--- src/rtl/intr_entry_pkg.sv ---
package intr_entry_pkg;

  // Machine state register bit map (32-bit layout)
  localparam int ST_DATA_XLATE = 4;
  localparam int ST_INSTR_XLATE = 5;
  localparam int ST_AUX_EXC_EN = 7;
  localparam int ST_FP_EXC1 = 8;
  localparam int ST_DBG_EN = 9;
  localparam int ST_DBG_WAIT_EN = 10;
  localparam int ST_FP_EXC0 = 11;
  localparam int ST_MCHK_EN = 12;
  localparam int ST_FP_AVAIL = 13;
  localparam int ST_USER_MODE = 14;
  localparam int ST_EXT_EN = 15;
  localparam int ST_AUX_EN = 16;
  localparam int ST_CRIT_EN = 17;
  localparam int ST_WAIT_EN = 18;

  // Syndrome register bit map
  localparam int SYN_ZONE_FAULT = 22;
  localparam int SYN_MCHK_INSTR = 31;

  localparam int STATE_W = 32;

  // Bits that survive interrupt entry
  localparam logic [STATE_W-1:0] STATE_KEEP_MASK =
      (STATE_W'(1) << ST_CRIT_EN) | (STATE_W'(1) << ST_MCHK_EN) | (STATE_W'(1) << ST_DBG_EN);

  // Syndrome bits that survive a fetch fault
  localparam logic [STATE_W-1:0] SYN_KEEP_MASK = STATE_W'(1) << SYN_MCHK_INSTR;

  typedef enum logic [1:0] {
    CAUSE_NONE   = 2'd0,
    CAUSE_EXT    = 2'd1,
    CAUSE_IFETCH = 2'd2
  } cause_e;

  typedef struct packed {
    logic takeFault;
    logic takeExt;
    logic wrState;
    logic wrSyn;
    logic wrPrefix;
  } strobe_t;

endpackage

--- src/rtl/intr_entry_ctrl.sv ---
module intr_entry_ctrl
  import intr_entry_pkg::*;
#(
  parameter int NUM_REQ = 4
) (
  input  logic               clk,
  input  logic               rstN,
  input  logic [NUM_REQ-1:0] extReq,
  input  logic               extEnable,
  input  logic               fetchFault,
  input  logic               stateWrEn,
  input  logic               synWrEn,
  input  logic               prefixWrEn,
  output strobe_t            strb,
  output logic               takenQ,
  output cause_e             causeQ
);

  logic anyReq;
  logic takeAny;
  cause_e causeNext;

  // merge the request lines one by one
  logic [NUM_REQ:0] reqChain;
  assign reqChain[0] = 1'b0;
  for (genvar g = 0; g < NUM_REQ; g++) begin : g_req_or
    assign reqChain[g+1] = reqChain[g] | extReq[g];
  end
  assign anyReq = reqChain[NUM_REQ];

  always_comb begin
    strb = '0;
    if (rstN) begin
      strb.takeFault = fetchFault;
      strb.takeExt   = !fetchFault && anyReq && extEnable;
      strb.wrPrefix  = prefixWrEn;
    end
    takeAny      = strb.takeFault | strb.takeExt;
    strb.wrState = rstN && stateWrEn && !takeAny;
    strb.wrSyn   = rstN && synWrEn && !strb.takeFault;
    if (strb.takeFault)    causeNext = CAUSE_IFETCH;
    else if (strb.takeExt) causeNext = CAUSE_EXT;
    else                   causeNext = CAUSE_NONE;
  end

  always_ff @(posedge clk or negedge rstN) begin
    if (!rstN) begin
      takenQ <= 1'b0;
      causeQ <= CAUSE_NONE;
    end else begin
      takenQ <= takeAny;
      causeQ <= causeNext;
    end
  end

endmodule

--- src/rtl/intr_entry_dp.sv ---
module intr_entry_dp
  import intr_entry_pkg::*;
#(
  parameter int XLEN = 32,
  parameter int EXT_OFFSET = 16'h0500,
  parameter int FAULT_OFFSET = 16'h0400
) (
  input  logic            clk,
  input  logic            rstN,
  input  strobe_t         strb,
  input  logic [XLEN-1:0] curPc,
  input  logic [XLEN-1:0] nextPc,
  input  logic            faultUser,
  input  logic [1:0]      faultZone,
  input  logic [XLEN-1:0] stateWrData,
  input  logic [XLEN-1:0] synWrData,
  input  logic [XLEN/2-1:0] prefixWrData,
  output logic            extEnable,
  output logic [XLEN-1:0] saveRetQ,
  output logic [XLEN-1:0] saveStateQ,
  output logic [XLEN-1:0] stateQ,
  output logic [XLEN-1:0] syndromeQ,
  output logic [XLEN-1:0] vectorQ
);

  localparam int HALF = XLEN / 2;
  localparam logic [HALF-1:0] EXT_OFS = HALF'(EXT_OFFSET);
  localparam logic [HALF-1:0] FLT_OFS = HALF'(FAULT_OFFSET);

  logic [HALF-1:0] prefixQ;
  logic [XLEN-1:0] entryState;
  logic [XLEN-1:0] faultSyn;
  logic            takeAny;
  logic            zoneHit;

  assign takeAny   = strb.takeFault | strb.takeExt;
  assign extEnable = stateQ[ST_EXT_EN];
  assign zoneHit   = faultUser && (faultZone == 2'b00);

  // per-bit rewrite of the state on entry
  for (genvar b = 0; b < XLEN; b++) begin : g_entry_bits
    if (b < STATE_W && STATE_KEEP_MASK[b % STATE_W]) begin : g_keep
      assign entryState[b] = stateQ[b];
    end else begin : g_clear
      assign entryState[b] = 1'b0;
    end
  end

  always_comb begin
    faultSyn = '0;
    faultSyn[SYN_MCHK_INSTR] = syndromeQ[SYN_MCHK_INSTR];
    faultSyn[SYN_ZONE_FAULT] = zoneHit;
  end

  always_ff @(posedge clk or negedge rstN) begin
    if (!rstN) begin
      saveRetQ   <= '0;
      saveStateQ <= '0;
      stateQ     <= '0;
      syndromeQ  <= '0;
      vectorQ    <= '0;
      prefixQ    <= '0;
    end else begin
      if (takeAny) begin
        saveStateQ <= stateQ;
        stateQ     <= entryState;
        saveRetQ   <= strb.takeFault ? curPc : nextPc;
        vectorQ    <= {prefixQ, strb.takeFault ? FLT_OFS : EXT_OFS};
      end else if (strb.wrState) begin
        stateQ <= stateWrData;
      end
      if (strb.takeFault)  syndromeQ <= faultSyn;
      else if (strb.wrSyn) syndromeQ <= synWrData;
      if (strb.wrPrefix)   prefixQ   <= prefixWrData;
    end
  end

endmodule

--- src/rtl/intr_entry_seq.sv ---
module intr_entry_seq
  import intr_entry_pkg::*;
#(
  parameter int XLEN = 32,
  parameter int NUM_REQ = 4
) (
  input  logic               clk,
  input  logic               rstN,
  input  logic [NUM_REQ-1:0] extReq,
  input  logic               fetchFault,
  input  logic               faultUser,
  input  logic [1:0]         faultZone,
  input  logic [XLEN-1:0]    curPc,
  input  logic [XLEN-1:0]    nextPc,
  input  logic               stateWrEn,
  input  logic [XLEN-1:0]    stateWrData,
  input  logic               synWrEn,
  input  logic [XLEN-1:0]    synWrData,
  input  logic               prefixWrEn,
  input  logic [XLEN/2-1:0]  prefixWrData,
  output logic [XLEN-1:0]    saveRetQ,
  output logic [XLEN-1:0]    saveStateQ,
  output logic [XLEN-1:0]    stateQ,
  output logic [XLEN-1:0]    syndromeQ,
  output logic [XLEN-1:0]    vectorQ,
  output logic               takenQ,
  output logic [1:0]         causeQ
);

  strobe_t strb;
  logic    extEnable;
  cause_e  causeInt;

  intr_entry_ctrl #(.NUM_REQ(NUM_REQ)) ctrl_i (
    .clk        (clk),
    .rstN       (rstN),
    .extReq     (extReq),
    .extEnable  (extEnable),
    .fetchFault (fetchFault),
    .stateWrEn  (stateWrEn),
    .synWrEn    (synWrEn),
    .prefixWrEn (prefixWrEn),
    .strb       (strb),
    .takenQ     (takenQ),
    .causeQ     (causeInt)
  );

  assign causeQ = causeInt;

  intr_entry_dp #(.XLEN(XLEN)) dp_i (
    .clk          (clk),
    .rstN         (rstN),
    .strb         (strb),
    .curPc        (curPc),
    .nextPc       (nextPc),
    .faultUser    (faultUser),
    .faultZone    (faultZone),
    .stateWrData  (stateWrData),
    .synWrData    (synWrData),
    .prefixWrData (prefixWrData),
    .extEnable    (extEnable),
    .saveRetQ     (saveRetQ),
    .saveStateQ   (saveStateQ),
    .stateQ       (stateQ),
    .syndromeQ    (syndromeQ),
    .vectorQ      (vectorQ)
  );

endmodule

--- config.mk ---
export PLATFORM = sky130hd
export DESIGN_NAME = intr_entry_seq
export DESIGN_NICKNAME = d
export VERILOG_FILES = /design/src/rtl/intr_entry_pkg.sv /design/src/rtl/intr_entry_ctrl.sv /design/src/rtl/intr_entry_dp.sv /design/src/rtl/intr_entry_seq.sv
export SDC_FILE = /design/constraint.sdc
export NUM_CORES = 1
export LEC_CHECK = 0
export ABC_AREA = 1
export BUFFER_PORTS_ARGS = -buffer_cell sky130_fd_sc_hd__clkbuf_2
export CAP_MARGIN = 40
export CORE_MARGIN = 2
export CORE_UTILIZATION = 28
export CTS_BUF_LIST = sky130_fd_sc_hd__clkbuf_8
export CTS_CLUSTER_SIZE = 16
export DETAILED_ROUTE_END_ITERATION = 7
export GPL_TIMING_DRIVEN = 0
export SLEW_MARGIN = 20
export SYNTH_ARGS = -nofsm -noshare
export SYNTH_HDL_FRONTEND = slang
export SYNTH_HIERARCHICAL = 1
export SYNTH_SLANG_ARGS = --single-unit
export TNS_END_PERCENT = 30
--- constraint.sdc ---
create_clock -name clk -period 1.6 [get_ports clk]
set_input_delay 0.08 -clock clk [delete_from_list [all_inputs] [get_ports clk]]
set_output_delay 0.08 -clock clk [all_outputs]
set_load 0.02 [all_outputs]
== Word level (Yosys, flattened, before mapping) ==
Index checks and enable logic that the tools add are counted.
Cells by class
  muxes and demuxes: 10
  bitwise gates (word level): 6
  reduce and logical (&&, ||, !) cells: 15
Operators with widths (number)
  $mux 32: 3
  $mux 31: 2
  $mux 9: 1
  $logic_and 1x1->1: 7
  $mux 2: 2
  $or 1x1->1: 4
  $reduce_and 2->1: 2
  $reduce_bool 2->1: 2
  $logic_not 1->1: 3
  $logic_not 2->1: 1
  $mux 1: 2
  $not 1->1: 2
Word-level totals
  bits in registers: 179
  bits of input ports: 157

== Logic depth before layout (Yosys ltp) ==
  word-level depth: 11
  gate-level depth with buffers: 11

== Hierarchy ==
Netlist, hierarchy kept.
By module, submodules not included
  intr_entry_dp: instances 1, cells an instance 804, area each 6814.0 um^2, seq. area each 4053.9 um^2
  intr_entry_ctrl: instances 1, cells an instance 23, area each 171.4 um^2, seq. area each 75.1 um^2

== Least setup slack after synthesis ==
Ideal clock, no wire load.
  path type: reg2reg
  start point: register dp_i.stateQ[15]
  end point: register dp_i.stateQ[21]
  data arrival time: 1.233 ns
  data required time: 1.482 ns
  setup slack: 0.249 ns
  cell stages (with the launch flop): 10
  path buffers: 3
  cell sequence: dfrtp_1 inv_2 nor2_4 a21oi_1 buf_2 inv_1 buf_4 buf_2 nand3_1 nand2_1
RTL lines
  from (decl): line intr_entry_dp.sv:21  | output logic [XLEN-1:0] stateQ,
  from (signal assigned): line intr_entry_dp.sv:66  | stateQ <= entryState;
  from (signal assigned): line intr_entry_dp.sv:70  | stateQ <= stateWrData;

==> flow_summary.yaml <==
status:
  run_status: "complete, no violations"
logic_synthesis:
  synth_top_area_share_pct: 59.1
  netlist_instances: 827
  synth.cell_area_um2: 6990
  avgSynthCellArea_um2: 8.45
  synth_simple_gate_area_share_pct: 30.8
  synth_compound_area_share_pct: 2.36
  yosysSeqAreaShare_pct: 59.1
  ys_types: 18
  synth.area.top_cells: "dfrtp_1, nand2_1, nand3_1"
  synth_warnings: 6
  synth_top_area_cell: "dfrtp_1"
  synth-xor-area-share_pct: 0
  synthMuxAreaShare_pct: 0
  synth_seq_cells: 165
  synth_top_family_by_area: "simple AND/OR/NAND/NOR gates"
  synthAdderAreaFrac_pct: 0
sta:
  period_share_pct: 94.7
  hold_viol: 0
  slew_headroom_pct: 65.8
  rsz0062_at_grt: "no"
  timing.hold.ws_ns: 0.0361
  period_minus_slack_ns: 1.52
  clock.fmax_mhz: 660
  setup_viol: 0
  tightest_slew_ns: 0.513
  skew_ns: 0.0115
  fin_ws_ns: 0.0842
  maxSlewViolCount: 0
clocking:
  cts-buffers-inserted: 17
  cts_sinks: 165
  cts_max_level: 4
  path_clk_slew_ns: 0.09
  clkLatencyLatePin_ns: 0.44
  cts_tree: "built"
  root_buffer: "clkbuf_8"
  cts_buffer_depth: 2
route:
  wl_met1_um: 10600
  dr.pass1.iters: 5
  wl_per_cell_um: 15.2
  viasPerCell: 4.35
  drc: 0
  postRouteAntennaNets: 0
  route.met2.wl_um: 12300
  num_vias: 7214
  routed_wirelength_um: 25200
  routed-wl-met3_um: 1650
  highest_layer: "met4"
  drt_iter0_markers: 463
finish:
  finalNetCount: 1481
  drive_gt1_share_pct: 31.4
  multi_input_comb_area_um2: 2370
  final_area_um2: 11100
  seqCellArea_um2: 4130
  area_growth_pct: 58.8
  num_antenna_cells: 0
  fillers: 2355
critical_path:
  endpoint_kind: "register"
  crit_arrival_ns: 1.89
  r2r_slack_ns: 0.10
  worst_ep_required_time_ns: 1.97
  reg2reg_depth: 9
  path_max_fanout: 10
  crit_path_start_kind: "primary input"
  regToRegEndpoint: "dp_i/saveRetQ[28]$_DFFE_PN0P_"
  r2r_start: "dp_i/stateQ[15]$_DFFE_PN0P_"
  critPathLaunch: "fetchFault"
  critical_path_class: "in -> reg"
power_and_ir_drop:
  p_switching_mw: 3.58
  p_int_mw: 7.02
  peakVddDrop_mv: 0.403
  switching_share_pct: 33.8
  pwr-share-comb_pct: 25.6
  power_frac_clock_pct: 27.7
  leakage_nw: 6.34
  powerDensity_nw_per_um2: 955
  power_frac_seq_pct: 46.7
floorplan:
  coreArea_um2: 24400
  die_h_um: 162
  dieArea_um2: 26200
  die_width_um: 162
  floorplan.initialDensity_pct: 28.6
  boundaryPins: 320
  rows: 57
hold_path:
  hold_class: "in -> reg"
  worst_hold_startpoint: "extReq[0]"
  min_to: "ctrl_i/causeQ[0]$_DFF_PN0_"
  whs_path_depth: 5
grt:
  grt_max_degree: 83
  grt_pass1_wl_um: 38200
  overflow: 0
  grt_pass1_vias: 7310
  antenna_found_initial: 0
  grt_usage_pct: 18.6
placement:
  gp_congestion: 0.811
  io_buffers: 305
  dpl.hpwl_um: 16600
  post-place-ws_ns: -0.929
  place_area_um2: 9000
job:
  drv_cap: 0
[logic make-up (layout without fill, tap and decap cells)]
family,after synthesis,after routing
compound gates,33,33
buf+inv,95,591
flops,165,165
other cells,1,14
simple gates,533,533
[synthesized netlist by cell type (all sizes together)]
library cell	n
inv	27
nor2	9
nand2	428
or2	1
dfrtp	165
clkbuf	7
conb	1
o21ai	32
a21oi	1
nand3	95
buf	61
[power groups by stage]
| stage | clock (mW) | sequential, mW | combinational [mW] |
|---|---|---|---|
| 6_report | 2.94 | 4.95 | 2.71 |
| 2_1_floorplan | 0 | 5.55 | 0.746 |
| 3_3_place_gp | 0 | 5.01 | 2.32 |
| 3_5_place_dp | 0 | 5.02 | 2.35 |
| 4_1_cts | 3.07 | 4.95 | 2.66 |
| 5_1_grt | 3.24 | 5.01 | 2.96 |
[worst max-delay path by stage]
stage                                      end  slack, ns  cells after the start
2_1_floorplan      dp_i/stateQ[21]$_DFFE_PN0P_       0.25                      9
3_3_place_gp     dp_i/saveRetQ[30]$_DFFE_PN0P_      -3.43                     10
3_5_place_dp    dp_i/syndromeQ[25]$_DFFE_PN0P_      -0.93                      8
4_1_cts            dp_i/stateQ[21]$_DFFE_PN0P_     -0.005                      9
5_1_grt        dp_i/saveStateQ[22]$_DFFE_PN0P_       0.01                      9
6_report         dp_i/saveRetQ[28]$_DFFE_PN0P_       0.08                     11
[cell usage in the layout (no fill, tap or decap)]
master         count
dfrtp_2            1
clkinvlp_4         5
conb_1            14
nor2_8             1
buf_16             5
clkbuf_8          18
clkbuf_2         308
nor2_1             7
buf_6              8
nor2_4             1
clkbuf_16          1
clkinv_4           2
o21ai_0           32
nand2_1          425
clkbuf_4           2
inv_6              4
inv_2              4
dfrtp_1          164
clkbuf_1           4
dlygate4sd3_1    149
buf_4             37
or2_1              1
inv_1             24
nand2_2            3
nand3_1           95
a21oi_1            1
bufinv_16          1
buf_2             18
bufbuf_16          1
[worst max-delay path, stage by stage]
cell           delay (ns)
dlygate4sd3_1        0.56
clkbuf_2             0.12
nand2_1              0.08
inv_1                0.06
buf_4                0.13
buf_6                0.15
nor2_8               0.14
buf_6                0.17
buf_4                0.22
nand2_1              0.10
nand2_1              0.08
[cell type report]
| type | count | share of cell area, % |
|---|---|---|
| sequential | 165 | 37.2 |
| timing repair buffer | 465 | 29.3 |
| multi-input combinational | 580 | 21.4 |
| buffer | 68 | 4.21 |
| tap | 324 | 3.65 |
| clock buffer | 18 | 2.23 |
| clock inverter | 13 | 1.12 |
| inverter | 27 | 0.913 |
[metal layers]
metal	global-route usage (%)	vias up
li1	-	3530
met1	22.6	3369
met5	0	-
met4	6.80	0
met3	3.91	40
met2	32.5	275
[flip-flops by register name (all words and copies together) (netlist names)]
register,flops
ctrl_i/takenQ,1
dp_i/syndromeQ,32
dp_i/saveRetQ,32
ctrl_i/causeQ,2
dp_i/saveStateQ,32
dp_i/prefixQ,16
dp_i/vectorQ,18
dp_i/stateQ,32
[metrics by stage]
| stage | power [mW] | setup TNS (ns) | utilization [%] | std cells |
|---|---|---|---|---|
| after floorplan | 6.29 | 0 | - | 840 |
| after global placement | 7.34 | -986.46 | 36.8 | 1469 |
| after detailed placement | 7.38 | -128.10 | 36.9 | 1470 |
| after CTS | 10.7 | -0.00463 | 44.7 | 1649 |
| after global routing | 11.2 | 0 | 45.5 | 1660 |
| final | 10.6 | 0 | 45.5 | 1660 |
[timing repair]
action,CTS,global route
setup endpoints to repair,162,123
pin swaps,1,1
resized for setup,11,11
setup buffers,1,3
hold buffers,146,7
gates cloned,1,1
hold endpoints to repair,234,165
Note: power is estimated with default switching activity, not from simulation.
